## src/rtl/swi_pkg.sv

```systemverilog
package swi_pkg;
  // trigger register field layout (decoded by software-visible format)
  localparam int unsigned ID_LSB    = 0;
  localparam int unsigned NSEC_BIT  = 15;
  localparam int unsigned LIST_LSB  = 16;
  localparam int unsigned LIST_MAXW = 8;
  localparam int unsigned FILT_LSB  = 24;

  typedef enum logic [1:0] {
    FILT_LIST   = 2'b00,
    FILT_OTHERS = 2'b01,
    FILT_SELF   = 2'b10,
    FILT_NONE   = 2'b11
  } filt_e;
endpackage

```

## src/rtl/swi_decode.sv

```systemverilog
module swi_decode
  import swi_pkg::*;
#(
  parameter int unsigned NUM_CPU = 8,
  parameter int unsigned ID_W    = 4
) (
  input  logic [31:0]        wr_data_i,
  output filt_e              filt_o,
  output logic [NUM_CPU-1:0] list_o,
  output logic [ID_W-1:0]    id_o,
  output logic               nsec_o
);
  assign filt_o = filt_e'(wr_data_i[FILT_LSB +: 2]);
  assign list_o = wr_data_i[LIST_LSB +: NUM_CPU];
  assign id_o   = wr_data_i[ID_LSB +: ID_W];
  assign nsec_o = wr_data_i[NSEC_BIT];
endmodule

```

## src/rtl/swi_target_sel.sv

```systemverilog
module swi_target_sel
  import swi_pkg::*;
#(
  parameter int unsigned NUM_CPU = 8,
  parameter int unsigned REQ_W   = 3
) (
  input  filt_e              filt_i,
  input  logic [NUM_CPU-1:0] list_i,
  input  logic [REQ_W-1:0]   req_cpu_i,
  output logic [NUM_CPU-1:0] mask_o
);
  logic [NUM_CPU-1:0] self_m;

  for (genvar c = 0; c < NUM_CPU; c++) begin : g_self
    assign self_m[c] = (req_cpu_i == REQ_W'(c));
  end

  always_comb begin
    unique case (filt_i)
      FILT_LIST:   mask_o = list_i;
      FILT_OTHERS: mask_o = ~self_m;
      FILT_SELF:   mask_o = self_m;
      default:     mask_o = '0;
    endcase
  end
endmodule

```

## src/rtl/swi_pulse_reg.sv

```systemverilog
module swi_pulse_reg #(
  parameter int unsigned NUM_CPU = 8,
  parameter int unsigned NUM_SWI = 16,
  parameter int unsigned ID_W    = 4
) (
  input  logic                       clk_i,
  input  logic                       rst_ni,
  input  logic                       fire_i,
  input  logic [NUM_CPU-1:0]         mask_i,
  input  logic [ID_W-1:0]            id_i,
  input  logic                       nsec_i,
  output logic [NUM_CPU*NUM_SWI-1:0] pend_set_o,
  output logic                       sec_attr_o
);
  logic [NUM_SWI-1:0]         id_oh;
  logic [NUM_CPU*NUM_SWI-1:0] pend_d;
  logic                       sec_d;

  for (genvar s = 0; s < NUM_SWI; s++) begin : g_id
    assign id_oh[s] = (id_i == ID_W'(s));
  end

  for (genvar c = 0; c < NUM_CPU; c++) begin : g_cpu
    assign pend_d[c*NUM_SWI +: NUM_SWI] = (fire_i && mask_i[c]) ? id_oh : '0;
  end

  assign sec_d = fire_i & nsec_i & (|mask_i);

  always_ff @(posedge clk_i or negedge rst_ni) begin
    if (!rst_ni) begin
      pend_set_o <= '0;
      sec_attr_o <= 1'b0;
    end else begin
      pend_set_o <= pend_d;
      sec_attr_o <= sec_d;
    end
  end
endmodule

```

## src/rtl/swi_trigger_gen.sv

```systemverilog
module swi_trigger_gen
  import swi_pkg::*;
#(
  parameter int unsigned NUM_CPU = 8,
  parameter int unsigned NUM_SWI = 16,
  localparam int unsigned REQ_W  = (NUM_CPU > 1) ? $clog2(NUM_CPU) : 1,
  localparam int unsigned ID_W   = (NUM_SWI > 1) ? $clog2(NUM_SWI) : 1,
  localparam int unsigned PEND_W = NUM_CPU * NUM_SWI
) (
  input  logic              clk_i,
  input  logic              rst_ni,
  input  logic              wr_en_i,
  input  logic [31:0]       wr_data_i,
  input  logic [REQ_W-1:0]  req_cpu_i,
  output logic [PEND_W-1:0] pend_set_o,
  output logic              sec_attr_o
);
  filt_e              filt;
  logic [NUM_CPU-1:0] list;
  logic [NUM_CPU-1:0] mask;
  logic [ID_W-1:0]    id;
  logic               nsec;

  swi_decode #(.NUM_CPU(NUM_CPU), .ID_W(ID_W)) u_dec (
    .wr_data_i (wr_data_i),
    .filt_o    (filt),
    .list_o    (list),
    .id_o      (id),
    .nsec_o    (nsec)
  );

  swi_target_sel #(.NUM_CPU(NUM_CPU), .REQ_W(REQ_W)) u_sel (
    .filt_i    (filt),
    .list_i    (list),
    .req_cpu_i (req_cpu_i),
    .mask_o    (mask)
  );

  swi_pulse_reg #(.NUM_CPU(NUM_CPU), .NUM_SWI(NUM_SWI), .ID_W(ID_W)) u_pulse (
    .clk_i      (clk_i),
    .rst_ni     (rst_ni),
    .fire_i     (wr_en_i),
    .mask_i     (mask),
    .id_i       (id),
    .nsec_i     (nsec),
    .pend_set_o (pend_set_o),
    .sec_attr_o (sec_attr_o)
  );
endmodule

```

## config.mk

```make
export PLATFORM = sky130hd
export DESIGN_NAME = swi_trigger_gen
export DESIGN_NICKNAME = d
export VERILOG_FILES = /design/src/rtl/swi_pkg.sv /design/src/rtl/swi_decode.sv /design/src/rtl/swi_target_sel.sv /design/src/rtl/swi_pulse_reg.sv /design/src/rtl/swi_trigger_gen.sv
export SDC_FILE = /design/constraint.sdc
export NUM_CORES = 1
export LEC_CHECK = 0
export ABC_CLOCK_PERIOD_IN_PS = 1100
export BUFFER_PORTS_ARGS = -buffer_cell sky130_fd_sc_hd__buf_2
export CAP_MARGIN = 20
export CORE_MARGIN = 10
export CORE_UTILIZATION = 45
export CTS_CLUSTER_SIZE = 14
export DETAILED_ROUTE_END_ITERATION = 10
export MAX_ROUTING_LAYER = met4
export PLACE_DENSITY_LB_ADDON = 0.12
export SYNTH_ARGS = -nofsm -noshare
export SYNTH_HDL_FRONTEND = slang
export SYNTH_SLANG_ARGS = --single-unit
export TNS_END_PERCENT = 50
```

## constraint.sdc

```tcl
create_clock -name clk_i -period 1.1 [get_ports clk_i]
set_input_delay 0.11 -clock clk_i [delete_from_list [all_inputs] [get_ports clk_i]]
set_output_delay 0.11 -clock clk_i [all_outputs]
set_load 0.01 [all_outputs]
```

* Yosys cells after proc, flatten, opt, wreduce, memory -nomap -nowiden *
Index checks and enable logic that the tools add are counted.

storage, ports and cells
  input bits = 38
  memories = 0
  latch bits = 0
  word-level logic and storage cells = 50
  RAM bits = 0
  flip-flop bits (word level) = 129
  ROM bits = 0
  output and inout bits = 129

operators by class
  divide/modulo/power cells = 0
  $add $sub $neg = 0
  $lt $le $gt $ge = 0
  reductions and logical operators = 12
  multipliers = 0
  multiplexer cells = 9
  shift operators = 0
  equal/unequal tests = 24
  bitwise logic cells = 3

operators by type and width
  operator            number
  $mux 16             8
  $eq 4x4->1 const B  8
  $pmux 8 s3          1
  $eq 4x3->1 const B  4
  $eq 3x3->1 const B  4
  $eq 4x2->1 const B  2
  $logic_and 1x1->1   8
  $not 8->8           1
  $reduce_or 8->1     1
  $eq 3x2->1 const B  2
  $eq 4x1->1 const B  1
  $logic_not 4->1     1
  $eq 3x1->1 const B  1
  $logic_not 3->1     1
  $and 1x1->1         2
  $eq 2x1->1 const B  1
  $eq 2x2->1 const B  1
  $logic_not 2->1     1

* Depth between registers and ports, before layout *
Gate-level depths: netlist (run 1).

  depth after elaboration = 5
  depth in mapped cells = 7

* Modules after synthesis *
Synthesis (run 1) repeated with hierarchy kept, for this count alone.

unflattened totals
  cells, all modules = 358
  area total of the unflattened synthesis = 4419.2 µm²

by module, submodules not included
  module          cells each  times used  area an instance (µm²)  seq. area each (µm²)
  swi_pulse_reg   309         1           4041.4                  3228.1
  swi_target_sel  34          1           265.3                   0.0
  swi_decode      15          1           112.6                   0.0

* Worst setup path after synthesis (run 1) *
Ideal clock, no wire load.

  kind = input to register
  start point = in req_cpu_i[0]
  end point = reg u_pulse.pend_set_o[39]
  arrival time = 1221 ps
  buffers on the path = 2
  setup slack = -195 ps
  required time = 1026 ps
  library setup time = 74 ps
  stages on the path = 6
  cells stage by stage = buf_2 nor3b_1 mux2i_1 o311ai_2 buf_4 nor2_1

between the ends
  longest elaborated chain between the ends = 5

RTL lines
  element                       RTL line               source
  from (decl)                   swi_trigger_gen.sv:14  input logic [REQ_W-1:0] req_cpu_i,
  $eq 3x2->1 *                  swi_target_sel.sv:15   assign self_m[c] = (req_cpu_i == REQ_W'(c));
  $not 8->8                     swi_target_sel.sv:21   FILT_OTHERS: mask_o = ~self_m;
  $pmux 8 s3 *                  swi_target_sel.sv:19   unique case (filt_i)
  $logic_and 1x1->1 *           swi_pulse_reg.sv:24    assign pend_d[c*NUM_SWI +: NUM_SWI] = (fire_i && mask_i[c]) ? id_oh : '0;
  $mux 16 *                     swi_pulse_reg.sv:24
  named net u_pulse.pend_d[39]  swi_pulse_reg.sv:16    logic [NUM_CPU*NUM_SWI-1:0] pend_d;
  to (signal assigned)          swi_pulse_reg.sv:34    pend_set_o <= pend_d;
  to (decl)                     swi_pulse_reg.sv:12    output logic [NUM_CPU*NUM_SWI-1:0] pend_set_o,

Mark *: on every way through the listed nets, which the timed path passes. The rest lies on a longest branch.

* Worst setup path after layout (run 1) *
  start point = reg u_pulse.pend_set_o[55]
  end point = out pend_set_o[55]

RTL lines
  element    RTL line               source
  to (decl)  swi_trigger_gen.sv:15  output logic [PEND_W-1:0] pend_set_o,

No word-level cell between the ends.

==> results of run 1 <==
==> sequential cells by signal, summed over array words and instances (netlist names) <==
name and count:
u_pulse.pend_set_o 128, u_pulse.sec_attr_o 1
==> cell usage after synthesis (all sizes together) <==
cell type / number / area, um2
a211oi: 3 / 37.54
a21oi: 1 / 5.000
a22oi: 1 / 7.510
and4b: 1 / 10.01
buf: 16 / 113.9
dfrtp: 129 / 3228
mux2i: 5 / 50.05
nand2: 13 / 53.80
nand2b: 1 / 6.260
nand3: 7 / 35.03
nand3b: 4 / 30.03
nand4: 1 / 6.260
nor2: 130 / 488.0
nor2b: 4 / 25.02
nor3: 6 / 30.03
nor3b: 2 / 15.01
nor4: 1 / 6.260
nor4bb: 1 / 10.01
o311ai: 4 / 57.56
o31a: 1 / 8.760
o31ai: 1 / 7.510
or3b: 1 / 8.760
==> layout make-up <==
cell class / instances / area, um2 / area share [%]
well taps: 111 / 138.9 / 2.203
clock inverters: 11 / 176.4 / 2.799
multi-input cells: 188 / 930.9 / 14.77
repair buffers: 179 / 1380 / 21.89
clock buffers: 21 / 449.2 / 7.126
flip-flops and latches: 129 / 3228 / 51.21
==> routing by layer <==
metal  track usage (%)  part of all wire [%]  up-vias  wire length, um
met5                 -                     0        -                0
met4             5.931                  0.45        0               55
met3             6.728                   8.7        5             1074
met2             29.55                    49      110             6045
met1             21.73                    42     1538             5111
li1                  -                     -     1425                -
==> final timing paths <==
| check | start | to | slack, ps | cells past startpoint |
|---|---|---|---|---|
| max | u_pulse.pend_set_o[55] | pend_set_o[55] | -30 | 1 |
| min | wr_data_i[1] | u_pulse.pend_set_o[3] | 90 | 4 |
| max in group asynchronous | rst_ni | u_pulse.pend_set_o[72] | 330 | 3 |
| min in group asynchronous | rst_ni | u_pulse.pend_set_o[38] | 180 | 3 |
==> worst min-delay path, cell delays in order <==
cell and delay, ps:
buf_2 140, nand3_1 70, buf_4 170, nor2_1 50
==> report_power, final <==
| part | internal (mW) | leakage [nW] | switching (mW) | total [mW] |
|---|---|---|---|---|
| Sequential | 4.80 | 1.79 | 0.0184 | 4.81 |
| Clock | 3.83 | 0.303 | 1.99 | 5.81 |
| Combinational | 0.259 | 1.25 | 0.434 | 0.693 |
| Total | 8.88 | 3.35 | 2.44 | 11.3 |
==> what timing repair did <==
item                                   4_1_cts  5_1_grt
cloned                                       0        0
setup endpoints to repair                  129      129
endpoints found under the hold margin      130        0
hold buffers                                 5        0
gates resized for setup                     22       29
==> logic make-up after synthesis <==
kind of cell           synth area share (%)
buffers and inverters                 2.685
flip-flops                            76.13
AND/OR/NAND/NOR                       17.08
AO/OA/AOI/OAI                         2.921
multiplexers                          1.180
==> results.toml, run 1 <==
[route]
drtPass1Iterations = 4
drt_iter0_markers = 182
wirelength_mm = 12.29
viasPerCell = 4.817
wl_per_cell_um = 19.23
drc = 0
via_count = 3078
ant_nets = 0

[sta]
final_hold_viol_count = 0
max_clock_freq_mhz = 887.5
drv_slew = 0
fin_tns_setup_ps = -443.1
setup_slack_ps = -26.77
worst-slew-pin-transition_ps = 828.0
fin_crit_sh_pct = 102.4
slew_headroom_pct = 44.67
whs_ps = 92.76
grt_setup_unrepaired = "true"
fin_crit_ps = 1127
setup_violations = 54

[placed_design]
gp_congestion = 0.8817
pre_cts_ws_ps = -360.4
place_inst = 602
dp_hpwl_mm = 8.355
placed_cell_area_mm2 = 0.005321
portBuffers = 149

[worst_setup_path]
worstSetupEndpointType = "primary output"
crit_arrival_ps = 1020
cp_max_fo = 1
cpLargestDelayFamily = "flip-flops"
path_cells = "buf_6"
critical_path.max_stage_delay_ps = 390
cp_data_required_time_ps = 990
crit_type = "register to primary output"
cp_num_buf_inv = 1
start_kind = "register"
cp_slowest_cell = "dfrtp_1"

[power]
total_power_mw = 11.32
powerDensity_mw_per_mm2 = 1796
ir_worst_vdd_uv = 955.0
p_leak_nw = 3.353

[logic_synthesis]
synth_fp_nets = 371
yosysWarningCount = 0
synth-seq-cells = 129
synth_area_per_cell_um2 = 12.73
ys_seq_area_share_pct = 76.13
synthDistinctLibCells = 26
synth_area_mm2 = 0.004240
synthCells = 333

[floorplanning]
io_pins = 167
dieArea_mm2 = 0.01371
die_y_um = 117.1
start_util_pct = 46.11
core_mm2 = 0.009196
std_cell_rows = 35
die_w_um = 117.1

[clock_tree]
numCtsBuffers = 17
cts_tree = "yes"
cts.sinks = 129
root_buffer = "clkbuf_8"
post_cts_buffers = 0
cts.clk_slew.worst_paths_ps = 60
h-tree-depth = 4
cts_buffer_depth = 2

[global_route]
antenna_found_initial = 0
grt_pass1_vias = 3295
gr-usage-all-layers_pct = 18.61
overflow = 0
grt_pass1_wl_mm = 18.27
grt_max_degree = 60

[final_layout]
final_cell_mix = "nor2_1, dfrtp_1, buf_2"
diodes = 0
layout-drive-gt1-share_pct = 40.91
final_cells = 639
design_area_mm2 = 0.006304
layout_commonest_cell = "nor2_1"
nets = 553
post-route-util_pct = 68.54
area_growth_pct = 48.66
nFillCells = 683

[outcome]
status = "finished, violations left"
violations = "setup timing"

[flow_run]
drv_cap = 0

[worst_hold_path]
hp-class = "primary input to register"
Note: power is estimated with default switching activity, not from simulation.
==> inputs of run 2 (changes only) <==
ABC_AREA = 1   (was unset)
SKIP_LAST_GASP = 1   (was unset)
==> run 2 against run 1 <==
- the run still ends with setup timing left
- sequential power about the same
- worst setup slack got worse by 26 ps
- die area increased by 4.5%
- synthesized cell count increased by 11%
- via count increased by 3.9%
- sequential share of layout area increased by 1.6 points
- non-clock buffer count decreased by 18
- first-iteration DRC count decreased by 1.6%
- clock power decreased by 3%
- flip-flop and latch count unchanged
- core utilization decreased by 5.7 points
- critical endpoint is now pend_set_o[10]
==> results.toml, run 2 <==
[outcome]
status = "finished, violations left"
violations = "setup timing"

[sta]
setup_slack_ps = -52.54
grt_setup_unrepaired = "true"
whs_ps = 56.08
worst-slew-pin-transition_ps = 410.8
max_clock_freq_mhz = 867.6
setup_violations = 89
drv_slew = 0
fin_tns_setup_ps = -1240
slew_headroom_pct = 72.55
fin_crit_sh_pct = 104.8
fin_crit_ps = 1153
final_hold_viol_count = 0

[power]
switchingPower_mw = 2.539
powerDensity_mw_per_mm2 = 1818
ir_worst_vdd_uv = 1054
sw_frac_of_total_pct = 22.83
clockPowerShare_pct = 50.7
p_comb_share_pct = 6.0
p_leak_nw = 3.354
power.share.sequential_pct = 43.3
internal_power_mw = 8.579

[global_route]
overflow = 0
antenna_found_initial = 0
grt_max_degree = 38
gr-usage-all-layers_pct = 17.97
grt_pass1_vias = 3470
grt_pass1_wl_mm = 19.38

[logic_synthesis]
synth_area_leader_cell = "dfrtp_1"
synth_area_mm2 = 0.004469
synth_area_per_cell_um2 = 12.08
synth-edff-count = 0
synth_flop_cell = "dfrtp_1"
yosysMostFrequentCell = "nor2_1"
synthCells = 370
synthTopCellsByCount = "nor2_1, dfrtp_1, nand2_1"
synth.top_cell.area_share_pct = 72.23
synthDistinctLibCells = 15
synth_fp_nets = 408
synthArstFlopShare_pct = 100.0
yosysWarningCount = 0
synth-seq-cells = 129
ys_seq_area_share_pct = 72.23
synth_area_leaders = "dfrtp_1, nor2_1, nand4_4"

[route]
via_count = 3198
wirelength_mm = 12.40
drt_iter0_markers = 179
ant_nets = 0
drc = 0
viasPerCell = 4.689
drtPass1Iterations = 5
wl_per_cell_um = 18.17

[worst_hold_path]
hp-class = "primary input to asynchronous set/reset pin"

[worst_setup_path]
cp_max_fo = 1
cp_slowest_cell = "dfrtp_1"
cp_data_required_time_ps = 990
cp_num_buf_inv = 1
crit_type = "register to primary output"
cpLargestDelayFamily = "flip-flops"
path_cells = "buf_2"
start_kind = "register"
crit_arrival_ps = 1040
critical_path.max_stage_delay_ps = 390
worstSetupEndpointType = "primary output"

[placed_design]
pre_cts_ws_ps = -78.92
dp_hpwl_mm = 8.626
placed_cell_area_mm2 = 0.005335
portBuffers = 149
gp_congestion = 0.8303

[final_layout]
nets = 574
layout-drive-gt1-share_pct = 39.05
top_regs = "u_pulse.pend_set_o: 128 flops, u_pulse.sec_attr_o: 1 flops"
max_flop_register = "u_pulse.pend_set_o"
nFillCells = 805
design_area_mm2 = 0.006117
final_cell_mix = "nor2_1, dfrtp_1, buf_2"
largest_reg_flops = 128
area_growth_pct = 36.87
layout_commonest_cell = "nor2_1"

[clock_tree]
cts.clk_slew.worst_paths_ps = 60
numCtsBuffers = 17
cts_tree = "yes"
cts_buffer_depth = 2
cts.sinks = 129
h-tree-depth = 4
root_buffer = "clkbuf_8"

[floorplanning]
die_w_um = 119.7
std_cell_rows = 36
core_mm2 = 0.009729
io_pins = 167
die_y_um = 119.7
dieArea_mm2 = 0.01432
start_util_pct = 45.94

[flow_run]
drv_cap = 0
[run 2: cell types whose count changed in the layout (fill, tap and decap cells not counted), moves of 8 or more]
| cell | delta |
|---|---|
| nand4_4 | +8 |
| buf_6 | -25 |
| buf_4 | -12 |
| buf_2 | +25 |
| nand3_1 | +9 |
| nand2_1 | +17 |
| nand2_2 | +11 |
| inv_1 | +14 |
[run 2: metal layers]
metal	GRT usage [%]	up-vias	part of all wire, %
met5	-	-	0
met4	5.354	0	1.5
met3	8.767	17	9.8
met2	27.44	127	48
met1	20.58	1572	41
li1	-	1482	-
[run 2: final cells by class]
type / count / area [um2] / area share (%)
well taps: 133 / 166.4 / 2.720
diodes: 1 / 2.502 / 0.04091
clock inverters: 11 / 153.9 / 2.516
inverters: 17 / 66.31 / 1.084
clock buffers: 20 / 445.4 / 7.282
flip-flops and latches: 129 / 3228 / 52.77
repair buffers: 161 / 1033 / 16.90
multi-input cells: 210 / 1021 / 16.69
[run 2: logic make-up (layout without fill, tap and decap cells)]
logic type	after synthesis	after routing	synth area share [%]
AND/OR/NAND/NOR	209	209	22.73
flip-flops	129	129	72.23
buffers and inverters	31	209	4.927
AO/OA/AOI/OAI	1	1	0.1119
other	0	1	0
[run 2: power groups by stage]
stage	clock, mW	sequential [mW]	combinational (mW)
floorplan	0	4.92	0.357
global placement	0	4.89	0.650
detailed placement	0	4.89	0.663
CTS	5.69	4.81	0.679
global route	5.91	4.82	0.744
finish	5.63	4.81	0.671
[run 2: metrics by stage]
stage               power, mW  cells  utilization [%]
detailed placement      5.557    647            54.84
CTS                     11.18    681            61.95
global route            11.47    681            62.85
global placement        5.543    647            54.84
floorplan               5.278    370                -
finish                  11.12    682            62.87
[run 2: repair_timing]
action                     in CTS  in global routing
hold endpoints to repair      130                  0
buffers inserted                0                  0
resized for setup              12                 17
gates cloned                    0                  0
setup endpoints to repair     129                129
hold buffers                    3                  0
[run 2: how the worst max path moves through the flow]
stage	start	to	slack [ps]	depth (start not counted)
3_3_place_gp	req_cpu_i[2]	u_pulse.pend_set_o[27]	-20	5
3_5_place_dp	req_cpu_i[2]	u_pulse.pend_set_o[21]	-80	6
2_1_floorplan	wr_data_i[24]	u_pulse.pend_set_o[101]	140	6
5_1_grt	u_pulse.pend_set_o[10]	pend_set_o[10]	-100	1
4_1_cts	u_pulse.pend_set_o[10]	pend_set_o[10]	-70	1
6_report	u_pulse.pend_set_o[10]	pend_set_o[10]	-50	1
==> inputs of run 3 (changes only) <==
BUFFER_PORTS_ARGS = -buffer_cell sky130_fd_sc_hd__buf_4   (was -buffer_cell sky130_fd_sc_hd__buf_2)
SETUP_SLACK_MARGIN = 0.5   (was unset)
==> run 3 against run 2 <==
- the flow finishes with violations (hold timing, setup timing)
- via count rose by 2.9%
- count of clock-buffer cells in the layout rose by 1
- clock power rose by 5.2%
- flip-flop and latch count did not move
- power rose by 3.9%
- combinational power rose by 20%
- wire length rose by 8.7%
- highest routed layer unchanged
==> results.toml, run 3 (synthesis gave the netlist of run 2 again) <==
[outcome]
status = "finished, violations left"
violations = "hold timing, setup timing"

[worst_setup_path]
cp_slowest_cell = "dfrtp_1"
crit_arrival_ps = 1040
cp_data_required_time_ps = 990
cpLargestDelayFamily = "flip-flops"
cp_max_fo = 1
critical_path.max_stage_delay_ps = 400
crit_type = "register to primary output"
worstSetupEndpointType = "primary output"
cp_num_buf_inv = 1
path_cells = "buf_6"
crit_cells = 1
start_kind = "register"

[floorplanning]
io_pins = 167
die_y_um = 119.7
core_mm2 = 0.009729
start_util_pct = 45.94
dieArea_mm2 = 0.01432
std_cell_rows = 36
die_w_um = 119.7

[placed_design]
placed_cell_area_mm2 = 0.005678
gp_congestion = 0.8282
dp_hpwl_mm = 8.761
place_inst = 645
portBuffers = 149

[sta]
fin_crit_ps = 1146
fin_crit_sh_pct = 104.2
max_clock_freq_mhz = 872.7
final_hold_viol_count = 1
slew_headroom_pct = 75.15
drv_slew = 0
whs_ps = -38.55
setup_violations = 110
grt_setup_unrepaired = "true"
worst-slew-pin-transition_ps = 371.9
setup_slack_ps = -45.83

[final_layout]
max_flop_register = "u_pulse.pend_set_o"
layout_commonest_cell = "nor2_1"
design_area_mm2 = 0.006934
top_regs = "u_pulse.pend_set_o: 128 flops, u_pulse.sec_attr_o: 1 flops"
largest_reg_flops = 128
nets = 578
nFillCells = 688
final_cell_mix = "nor2_1, dfrtp_1, buf_6"
diodes = 0
final_cells = 686
register_area_mm2 = 0.003228
multiInputGateArea_mm2 = 0.001023
area_growth_pct = 55.15
layout-drive-gt1-share_pct = 39.78

[global_route]
antenna_found_initial = 0
grt_pass1_vias = 3543
grt_max_degree = 36
gr-usage-all-layers_pct = 18.65
grt_pass1_wl_mm = 20.03
overflow = 0

[route]
wirelength_mm = 13.47
wl_per_cell_um = 19.64
viasPerCell = 4.799
ant_nets = 0
drt_iter0_markers = 198
via_count = 3292
drc = 0
drtPass1Iterations = 4

[power]
sw_frac_of_total_pct = 22.69
internal_power_mw = 8.928
p_comb_share_pct = 7.0
switchingPower_mw = 2.620
power.share.sequential_pct = 41.8
p_leak_nw = 3.485
powerDensity_mw_per_mm2 = 1665
ir_worst_vdd_uv = 1064
clockPowerShare_pct = 51.3

[clock_tree]
h-tree-depth = 4
cts.clk_slew.worst_paths_ps = 60
cts_buffer_depth = 2
cts_tree = "yes"
hold_buffers = 2
root_buffer = "clkbuf_8"
cts.sinks = 129
numCtsBuffers = 17

[flow_run]
drv_cap = 0

[worst_hold_path]
min_delay_path_depth = 3
hp-class = "primary input to register"
[run 3: area by class of cell]
cell class	count	area share, %
inverters	17	0.9563
clock buffers	21	6.478
clock inverters	11	2.544
repair buffers	165	26.31
multi-input cells	210	14.76
flip-flops and latches	129	46.55
well taps	133	2.400
[run 3: power groups by stage]
stage               clock network [mW]  logic, mW  registers (mW)
floorplan                            0      0.357            4.92
global placement                     0      0.691            4.90
detailed placement                   0      0.702            4.90
CTS                               5.94      0.728            4.82
global route                      6.15      0.879            4.82
finish                            5.92      0.804            4.82
[run 3: what timing repair did]
| action | 4_1_cts | 5_1_grt |
|---|---|---|
| hold endpoints to repair | 130 | 1 |
| endpoints found under the setup margin | 144 | 273 |
| resized for setup | 72 | 57 |
| buffers inserted | 0 | 7 |
| pin swaps | 0 | 1 |
[run 3: final timing paths]
check                                       from                endpoint  slack, ps
worst max-delay path       u_pulse.pend_set_o[3]           pend_set_o[3]        -50
min in group asynchronous                 rst_ni  u_pulse.pend_set_o[69]         60
worst min-delay path                     wr_en_i      u_pulse.sec_attr_o        -40
max in group asynchronous                 rst_ni  u_pulse.pend_set_o[72]        530
[run 3: layer usage]
layer	wire (um)	track usage, %	part of all wire (%)
met2	6772	28.95	50
met5	0	-	0
met3	1367	8.814	10
met1	5093	21.07	38
met4	241	5.732	1.8
[run 3: per-stage QoR]
step	worst slack (ps)	power (mW)	utilization, %	TNS [ps]
after detailed placement	-44.80	5.599	58.36	-941.7
final	-45.83	11.55	71.27	-1599
after global placement	6.347	5.588	58.36	0
after floorplan	167.7	5.278	-	0
after CTS	-64.34	11.49	67.77	-4316
after global routing	-77.03	11.86	71.27	-6347
